[config.mk]
export PLATFORM = sky130hd
export DESIGN_NAME = aperture_remap
export DESIGN_NICKNAME = d
export VERILOG_FILES = /design/src/rtl/aprt_pkg.sv /design/src/rtl/aprt_window_decode.sv /design/src/rtl/aprt_entry_table.sv /design/src/rtl/aperture_remap.sv
export SDC_FILE = /design/constraint.sdc
export NUM_CORES = 1
export LEC_CHECK = 0
export BUFFER_PORTS_ARGS = -buffer_cell sky130_fd_sc_hd__buf_4
export CAP_MARGIN = 20
export CORE_AREA = 8 8 248 274
export CTS_CLUSTER_SIZE = 8
export DETAILED_ROUTE_END_ITERATION = 12
export DIE_AREA = 0 0 256 282
export GPL_TIMING_DRIVEN = 0
export PLACE_DENSITY = 0.86
export SKIP_LAST_GASP = 1
export SYNTH_ARGS = -nofsm -noshare
export SYNTH_HDL_FRONTEND = slang
export SYNTH_SLANG_ARGS = --single-unit
[constraint.sdc]
create_clock -name clk -period 3.7 [get_ports clk]
set_clock_uncertainty 0.2 [all_clocks]
set_input_delay 0.74 -clock clk [delete_from_list [all_inputs] [get_ports clk]]
set_output_delay 0.74 -clock clk [all_outputs]
set_load 0.05 [all_outputs]
[src/rtl/aprt_pkg.sv]
package aprt_pkg;
   localparam int PAGE_SHIFT = 12;
   localparam int PAGE_BYTES = 1 << PAGE_SHIFT;
   localparam int PHYS_PAGE_W = 31 - PAGE_SHIFT;
   localparam logic [3:0] OFF_CTRL = 4'h0;
   localparam logic [3:0] OFF_SEL  = 4'h4;
   localparam logic [3:0] OFF_DATA = 4'h8;

   typedef struct packed {
      logic                   valid;
      logic [PHYS_PAGE_W-1:0] page;
   } aprt_entry_t;

   localparam int ENT_W = $bits(aprt_entry_t);
endpackage

[src/rtl/aprt_window_decode.sv]
module aprt_window_decode #(
   parameter logic [31:0] BASE  = 32'h5800_0000,
   parameter int          PAGES = 32,
   parameter int          IDX_W = 5
) (
   input  logic             clk,
   input  logic             rst_n,
   input  logic [31:0]      addr,
   output logic             in_win,
   output logic [IDX_W-1:0] idx
);
   import aprt_pkg::*;
   localparam logic [32:0] SPAN = 33'(PAGES) << PAGE_SHIFT;

   logic [32:0] off;

   always_comb begin
      off    = {1'b0, addr} - {1'b0, BASE};
      in_win = !off[32] && (off < SPAN);
      idx    = off[IDX_W+PAGE_SHIFT-1:PAGE_SHIFT];
   end

   a_r9_index_in_range: assert property (@(posedge clk) disable iff (!rst_n)
      in_win |-> (32'(idx) < 32'(PAGES)));
endmodule

[src/rtl/aprt_entry_table.sv]
module aprt_entry_table #(
   parameter int PAGES = 32,
   parameter int IDX_W = 5
) (
   input  logic                  clk,
   input  logic                  rst_n,
   input  logic                  we,
   input  logic [IDX_W-1:0]      widx,
   input  aprt_pkg::aprt_entry_t wval,
   input  logic [IDX_W-1:0]      ridx_a,
   output aprt_pkg::aprt_entry_t rval_a,
   input  logic [IDX_W-1:0]      ridx_b,
   output aprt_pkg::aprt_entry_t rval_b
);
   import aprt_pkg::*;

   aprt_entry_t ents [PAGES];

   always_ff @(posedge clk) begin
      if (!rst_n) begin
         for (int i = 0; i < PAGES; i++) ents[i] <= '0;
      end else if (we) begin
         ents[widx] <= wval;
      end
   end

   generate
      if ((1 << IDX_W) == PAGES) begin : g_pow2
         always_comb begin
            rval_a = ents[ridx_a];
            rval_b = ents[ridx_b];
         end
      end else begin : g_guarded
         always_comb begin
            rval_a = (32'(ridx_a) < 32'(PAGES)) ? ents[ridx_a] : '0;
            rval_b = (32'(ridx_b) < 32'(PAGES)) ? ents[ridx_b] : '0;
         end
      end
   endgenerate

   a_r6_write_index_legal: assert property (@(posedge clk) disable iff (!rst_n)
      we |-> (32'(widx) < 32'(PAGES)));

   a_r4_entry_stored: assert property (@(posedge clk) disable iff (!rst_n)
      we |=> (ents[$past(widx)] == $past(wval)));
endmodule

[src/rtl/aperture_remap.sv]
module aperture_remap #(
   parameter logic [31:0] BASE  = 32'h5800_0000,
   parameter int          PAGES = 32
) (
   input  logic        clk,
   input  logic        rst_n,
   input  logic        reg_wr,
   input  logic [3:0]  reg_addr,
   input  logic [31:0] reg_wdata,
   output logic [31:0] reg_rdata,
   input  logic [31:0] lk_addr,
   output logic [31:0] lk_phys,
   output logic        lk_fault
);
   import aprt_pkg::*;
   localparam int          IDX_W = (PAGES > 1) ? $clog2(PAGES) : 1;
   localparam logic [32:0] WIN_END = {1'b0, BASE} + (33'(PAGES) << PAGE_SHIFT);

   generate
      if (BASE[PAGE_SHIFT-1:0] != '0) begin : g_bad_base
         $error("BASE must be page aligned");
      end
      if (PAGES < 1) begin : g_bad_pages
         $error("PAGES must be at least 1");
      end
      if (WIN_END > 33'h1_0000_0000) begin : g_bad_span
         $error("window exceeds 32-bit address space");
      end
   endgenerate

   logic        en_q;
   logic [31:0] sel_q;
   logic             sel_in, lk_in;
   logic [IDX_W-1:0] sel_idx, lk_idx;
   aprt_entry_t      sel_ent, lk_ent, wr_ent;
   logic             tab_we, hit;

   always_ff @(posedge clk) begin
      if (!rst_n) begin
         en_q  <= 1'b0;
         sel_q <= '0;
      end else if (reg_wr) begin
         if (reg_addr == OFF_CTRL) en_q  <= reg_wdata[0];
         if (reg_addr == OFF_SEL)  sel_q <= reg_wdata;
      end
   end

   aprt_window_decode #(.BASE(BASE), .PAGES(PAGES), .IDX_W(IDX_W)) u_sel_dec (
      .clk(clk), .rst_n(rst_n), .addr(sel_q), .in_win(sel_in), .idx(sel_idx));

   aprt_window_decode #(.BASE(BASE), .PAGES(PAGES), .IDX_W(IDX_W)) u_lk_dec (
      .clk(clk), .rst_n(rst_n), .addr(lk_addr), .in_win(lk_in), .idx(lk_idx));

   always_comb begin
      tab_we       = reg_wr && (reg_addr == OFF_DATA) && sel_in;
      wr_ent.valid = reg_wdata[31];
      wr_ent.page  = reg_wdata[30:PAGE_SHIFT];
   end

   aprt_entry_table #(.PAGES(PAGES), .IDX_W(IDX_W)) u_table (
      .clk(clk), .rst_n(rst_n),
      .we(tab_we), .widx(sel_idx), .wval(wr_ent),
      .ridx_a(sel_idx), .rval_a(sel_ent),
      .ridx_b(lk_idx), .rval_b(lk_ent));

   always_comb begin
      unique case (reg_addr)
         OFF_CTRL: reg_rdata = {31'b0, en_q};
         OFF_SEL:  reg_rdata = sel_q;
         OFF_DATA: reg_rdata = sel_in ? {sel_ent, {PAGE_SHIFT{1'b0}}} : '0;
         default:  reg_rdata = '0;
      endcase
   end

   always_comb begin
      hit      = en_q && lk_in && lk_ent.valid;
      lk_fault = !hit;
      lk_phys  = hit ? {1'b0, lk_ent.page, lk_addr[PAGE_SHIFT-1:0]} : '0;
   end

   a_r8_fault_zero_phys: assert property (@(posedge clk) disable iff (!rst_n)
      lk_fault |-> (lk_phys == '0));

   a_r7_offset_passthru: assert property (@(posedge clk) disable iff (!rst_n)
      !lk_fault |-> (lk_phys[PAGE_SHIFT-1:0] == lk_addr[PAGE_SHIFT-1:0] && !lk_phys[31]));

   a_r9_hit_in_window: assert property (@(posedge clk) disable iff (!rst_n)
      !lk_fault |-> ({1'b0, lk_addr} >= {1'b0, BASE} && {1'b0, lk_addr} < WIN_END));

   a_r2_disable_faults_next: assert property (@(posedge clk) disable iff (!rst_n)
      (reg_wr && reg_addr == OFF_CTRL && !reg_wdata[0]) |=> lk_fault);

   a_r11_ctrl_visible_next: assert property (@(posedge clk) disable iff (!rst_n)
      (reg_wr && reg_addr == OFF_CTRL) |=> (reg_addr != OFF_CTRL || reg_rdata[0] == $past(reg_wdata[0])));
endmodule

* After elaboration in Yosys (flattened, before gate mapping)
Memories as Yosys holds them, arrays and structs flattened. Index checks and enable logic that the tools add are counted.
Cells by class: $add $sub $neg 2, order comparisons 2, equality and inequality tests 2, multiplexer cells 10, reductions and logical operators 13
Operators by type and width (count):
- $pmux 32 s3 | 1
- $lt 33x18->1 const B | 2
- $sub 32x31->33 const B | 2
- $mux 32 | 1
- $mux 31 | 1
- $mux 20 | 1
- $reduce_or 20->1 | 1
- $logic_and 1x1->1 | 6
- $mux 1 | 5
- $mux 5 | 1
- $eq 4x3->1 const B | 1
- $eq 4x4->1 const B | 1
- $logic_not 4->1 | 1
- $reduce_and 2->1 | 2
- $logic_not 1->1 | 3
Storage, ports and cells: bits in registers 33, RAM bits 640, bits of input ports 71, output and inout port bits 65, word-level logic and storage cells 32, memories 1
Memories:
- u_table.ents | words 32, width 20, read ports 2, clocked after Yosys merged registers in 0, write ports 32, line aprt_entry_table.sv:17 | aprt_entry_t ents [PAGES];

* Logic depth before layout (Yosys ltp)
depth in word-level cells 9, depth in mapped cells 9, gate-level depth less buffers 5

* By module
Synthesis repeated with hierarchy kept, for this count alone.
Second synthesis, totals: cells, all modules 3154, area, all modules 37325.8 um2
By module, submodules not included:
- aprt_entry_table | times used 1, cells each 2910, area each 35296.4 um2, sequential area each 19218.4 um2
- aperture_remap | times used 1, cells each 224, area each 1864.3 um2, sequential area each 660.6 um2
- aprt_window_decode | times used 2, cells each 10, area each 82.6 um2, sequential area each 0.0 um2

* Worst setup path after synthesis
OpenSTA, ideal clock, no wires.
path kind input -> output, start point input port lk_addr[12], end point output port lk_phys[11], data arrival time 3.242 ns, data required time 2.760 ns, slack -0.482 ns, stages 9, buffers on the path 5, cell sequence buf_4 > buf_6 > buf_6 > buf_6 > nand3b_1 > a41oi_1 > o31a_1 > buf_2 > nor3b_1
Between the ends: word-level cells in the longest chain between the ends 6, elaborated cells on any way between the ends 8, classes of those cells add/sub (1); order compare (1); mux (1); reduce/logical (4); memory (1)
RTL lines:
- from (decl) | line aperture_remap.sv:11 | input logic [31:0] lk_addr,
- $sub 32x31->33 * | line aprt_window_decode.sv:18 | off = {1'b0, addr} - {1'b0, BASE};
- $lt 33x18->1 / $logic_not 1->1 (equally long branches) | line aprt_window_decode.sv:19 | in_win = !off[32] && (off < SPAN);
- $logic_and 1x1->1 | line aprt_window_decode.sv:19
- $logic_and 1x1->1 | line aperture_remap.sv:76 | hit = en_q && lk_in && lk_ent.valid;
- $logic_and 1x1->1 * | line aperture_remap.sv:76
- $mux 31 * | line aperture_remap.sv:78 | lk_phys = hit ? {1'b0, lk_ent.page, lk_addr[PAGE_SHIFT-1:0]} : '0;
- to (decl) | line aperture_remap.sv:12 | output logic [31:0] lk_phys,
Every way passes the cells marked *; elsewhere a longest branch is shown, timed or not.

* Worst setup path after layout
start point register sel_q[12], end point output port reg_rdata[22]
Between the ends: word-level cells in the longest chain between the ends 5, elaborated cells on any way between the ends 7, classes of those cells add/sub (1); order compare (1); mux (2); reduce/logical (2); memory (1)
RTL lines:
- from (decl) | line aperture_remap.sv:32 | logic [31:0] sel_q;
- from (signal assigned) | line aperture_remap.sv:44 | if (reg_addr == OFF_SEL) sel_q <= reg_wdata;
- $sub 32x31->33 * | line aprt_window_decode.sv:18
- $lt 33x18->1 / $logic_not 1->1 (equally long branches) | line aprt_window_decode.sv:19
- $logic_and 1x1->1 | line aprt_window_decode.sv:19
- $mux 32 * | line aperture_remap.sv:70 | OFF_DATA: reg_rdata = sel_in ? {sel_ent, {PAGE_SHIFT{1'b0}}} : '0;
- $pmux 32 s3 * | line aperture_remap.sv:67 | unique case (reg_addr)
- to (decl) | line aperture_remap.sv:10 | output logic [31:0] reg_rdata,
Marks and branches as above.

==> impl_metrics.env <==
export IMPL_status="complete, but fails checks"
export IMPL_violations="setup timing"
export IMPL_synthAdderAreaFrac_pct=0
export IMPL_drv_slew=0
export IMPL_dieArea_um2=72200
export IMPL_whs_path_depth=3
export IMPL_grt_max_degree=21
export IMPL_synth_area_um2=35800
export IMPL_ys_warnings_count=0
export IMPL_crit_required_ns=2.76
export IMPL_grt_ovfl_total=0
export IMPL_worst_pin_slew_ns=1.25
export IMPL_vias=28900
export IMPL_grt_pass1_wl_mm=237
export IMPL_synth_top_area_share_pct=53.8
export IMPL_cts_made_buffers=94
export IMPL_cts_tree="done"
export IMPL_grt_pass1_vias=27300
export IMPL_fin_util_pct=72.5
export IMPL_slew_headroom_pct=16.7
export IMPL_setup_slack_ns=-0.399
export IMPL_reg2reg_to="u_table.ents[10][6]"
export IMPL_clk_pin_slew_ns=0.05
export IMPL_htreeDepth=3
export IMPL_whs_endpoint="sel_q[9]"
export IMPL_synth_edf_count=640
export IMPL_wl_per_cell_um=49.8
export IMPL_fin_crit_sh_pct=111
export IMPL_gp_congestion=1.11
export IMPL_synth_seq_cells=673
export IMPL_synthDistinctLibCells=45
export IMPL_clk_latency_ns=0.67
export IMPL_io_pins=136
export IMPL_hp_start="reg_wdata[9]"
export IMPL_rr_worst_depth=6
export IMPL_clock_fmax_mhz=244
export IMPL_syn_to_final_growth_pct=28.2
export IMPL_first_iter_violations=6135
export IMPL_num_rows=97
export IMPL_r2r_slack_ns=0.06
export IMPL_crit_fanout=10
export IMPL_powerDensity_nw_per_um2=416
export IMPL_min_path_type="input pin to register"
export IMPL_synth_nets=2449
export IMPL_clkSinkCount=673
export IMPL_route_detailed_drc=0
export IMPL_setup_tns_ns=-10.77
export IMPL_hold_buffers=0
export IMPL_synth_top_family_by_area="multiplexers"
export IMPL_synth_compound_area_share_pct=4.19
export IMPL_fp_dieH_um=282
export IMPL_arrival_ns=3.16
export IMPL_ys_top_cells_by_count="644 x and2_1, 640 x edfxtp_1, 338 x mux4_2"
export IMPL_synth_area_per_cell_um2=15.0
export IMPL_multi_input_area_um2=16400
export IMPL_min_period_ns=4.10
export IMPL_final_setup_viol_count=52
export IMPL_port_buffer_count=133
export IMPL_max_cap_violations=0
export IMPL_root_buffer="clkbuf_16"
export IMPL_final_hold_violation_count=0
export IMPL_dp_slack_ns=-1.56
export IMPL_rsz0062_at_grt="true"
export IMPL_drive_above_1_share_pct=39.1
export IMPL_grt_antenna_before_repair=22
export IMPL_cp_start_kind="register"
export IMPL_ys_flop_type="edfxtp_1"
export IMPL_leakagePower_nw=16.5
export IMPL_synth_xor_area_share_pct=0
export IMPL_grt_usage_pct=49.2
export IMPL_dpl_hpwl_mm=123
export IMPL_synthCells=2378
export IMPL_floorplan_initialDensity_pct=56.5
export IMPL_wl_mm=181
export IMPL_synth_seq_area_share_pct=55.6
export IMPL_yosys_area_share_simple_pct=14.3
export IMPL_clock_path_buffers=3
export IMPL_ir_worst_vdd_mv=0.368
export IMPL_synth_area_leaders="edfxtp_1 54%, mux4_2 21%, and2_1 11%"
export IMPL_nets=2818
export IMPL_critical_path_class="register to output port"
export IMPL_cp_end_kind="output port"
export IMPL_coreArea_um2=63200
export IMPL_yosysMostFrequentCell="and2_1"
export IMPL_async_flop_share_pct=0
export IMPL_synth_largest_area_cell="edfxtp_1"
export IMPL_drt_pass1_iter_count=7
export IMPL_synthMuxAreaShare_pct=22.5
export IMPL_drtAntennaViolNets=0
export IMPL_placed_area_um2=39500
export IMPL_regArea_um2=19900
export IMPL_final_area_um2=45800
export IMPL_die_w_um=256
export IMPL_fillers=3918
export IMPL_r2r_start="sel_q[24]"
export IMPL_viasPerCell=7.94
## critical path, stage by stage, from the launching register on
cell and delay [ns]:
dfxtp_4 0.45, buf_12 0.15, buf_12 0.15, buf_8 0.28, mux4_2 0.40, o22ai_1 0.15, o41ai_4 0.63, buf_6 0.25
## where the power goes
group          switching [mW]  internal, mW  leakage [nW]
combinational            1.45         0.904          8.41
sequential              0.149          8.57          6.88
clock                    3.39          4.60          1.24
## layout by cell type, fill, tap and decap left out, drive strengths merged, types with 12 or more instances in the layout
| master | synthesis | final |
|---|---|---|
| and2 | 644 | 644 |
| edfxtp | 640 | 640 |
| buf | 112 | 388 |
| mux4 | 338 | 338 |
| clkbuf | 148 | 257 |
| nand2 | 94 | 94 |
| o22ai | 78 | 78 |
| mux2i | 43 | 43 |
| nor2 | 39 | 39 |
| dfxtp | 33 | 33 |
| o21ai | 32 | 32 |
| a21boi | 32 | 32 |
| diode | 0 | 25 |
| nor3 | 22 | 22 |
| o41ai | 19 | 19 |
| a21oi | 19 | 19 |
| o221ai | 19 | 19 |
| and3 | 12 | 12 |
| nor3b | 12 | 12 |
## sequential cells by signal (all words and copies together), names as in the netlist
name / flops
en_q: 1
sel_q: 32
u_table.ents: 640
## through the flow
stage / std cells / hold WS (ns) / total power [mW]
3_5_place_dp: 3400 / 0.260 / 10.6
3_3_place_gp: 3352 / 0.250 / 10.5
6_report: 3640 / 0.152 / 19.1
5_1_grt: 3617 / 0.173 / 19.1
4_1_cts: 3603 / 0.136 / 18.6
2_1_floorplan: 2378 / 0.239 / 9.64
## what timing repair did
item,CTS,global route
setup buffers,67,23
pin swaps,41,62
cloned,18,0
gates resized for setup,498,126
endpoints found under the setup margin,52,52
## logic make-up after synthesis
kind of cell | after synthesis
DFF | 673
and+or+nand+nor | 857
AOI/OAI and AO/OA | 203
buffers and inverters | 263
other | 1
muxes | 381
## final cells by class
class	count	area share, %
antenna	25	0.137
buffer	251	4.83
clock buffer	116	5.36
clock inverter	7	0.221
inverter	3	0.0273
multi-input combinational	1442	35.8
sequential	673	43.4
tap	841	2.30
timing repair buffer	282	7.93
## worst max path at each step
| stage | startpoint | to |
|---|---|---|
| floorplan | lk_addr[12] | lk_phys[10] |
| global placement | reg_addr[1] | u_table.ents[22][19] |
| detailed placement | lk_addr[15] | lk_phys[23] |
| CTS | sel_q[18] | reg_rdata[27] |
| global route | sel_q[24] | reg_rdata[17] |
| finish | sel_q[12] | reg_rdata[22] |
## routing by layer
layer  GRT usage, %  wire length (um)
met1           55.2             53800
met2           66.4             71200
met3           32.9             37400
met4           34.0             17700
met5           8.06              1010
No activity file was read; power rests on OpenSTA's default activity.
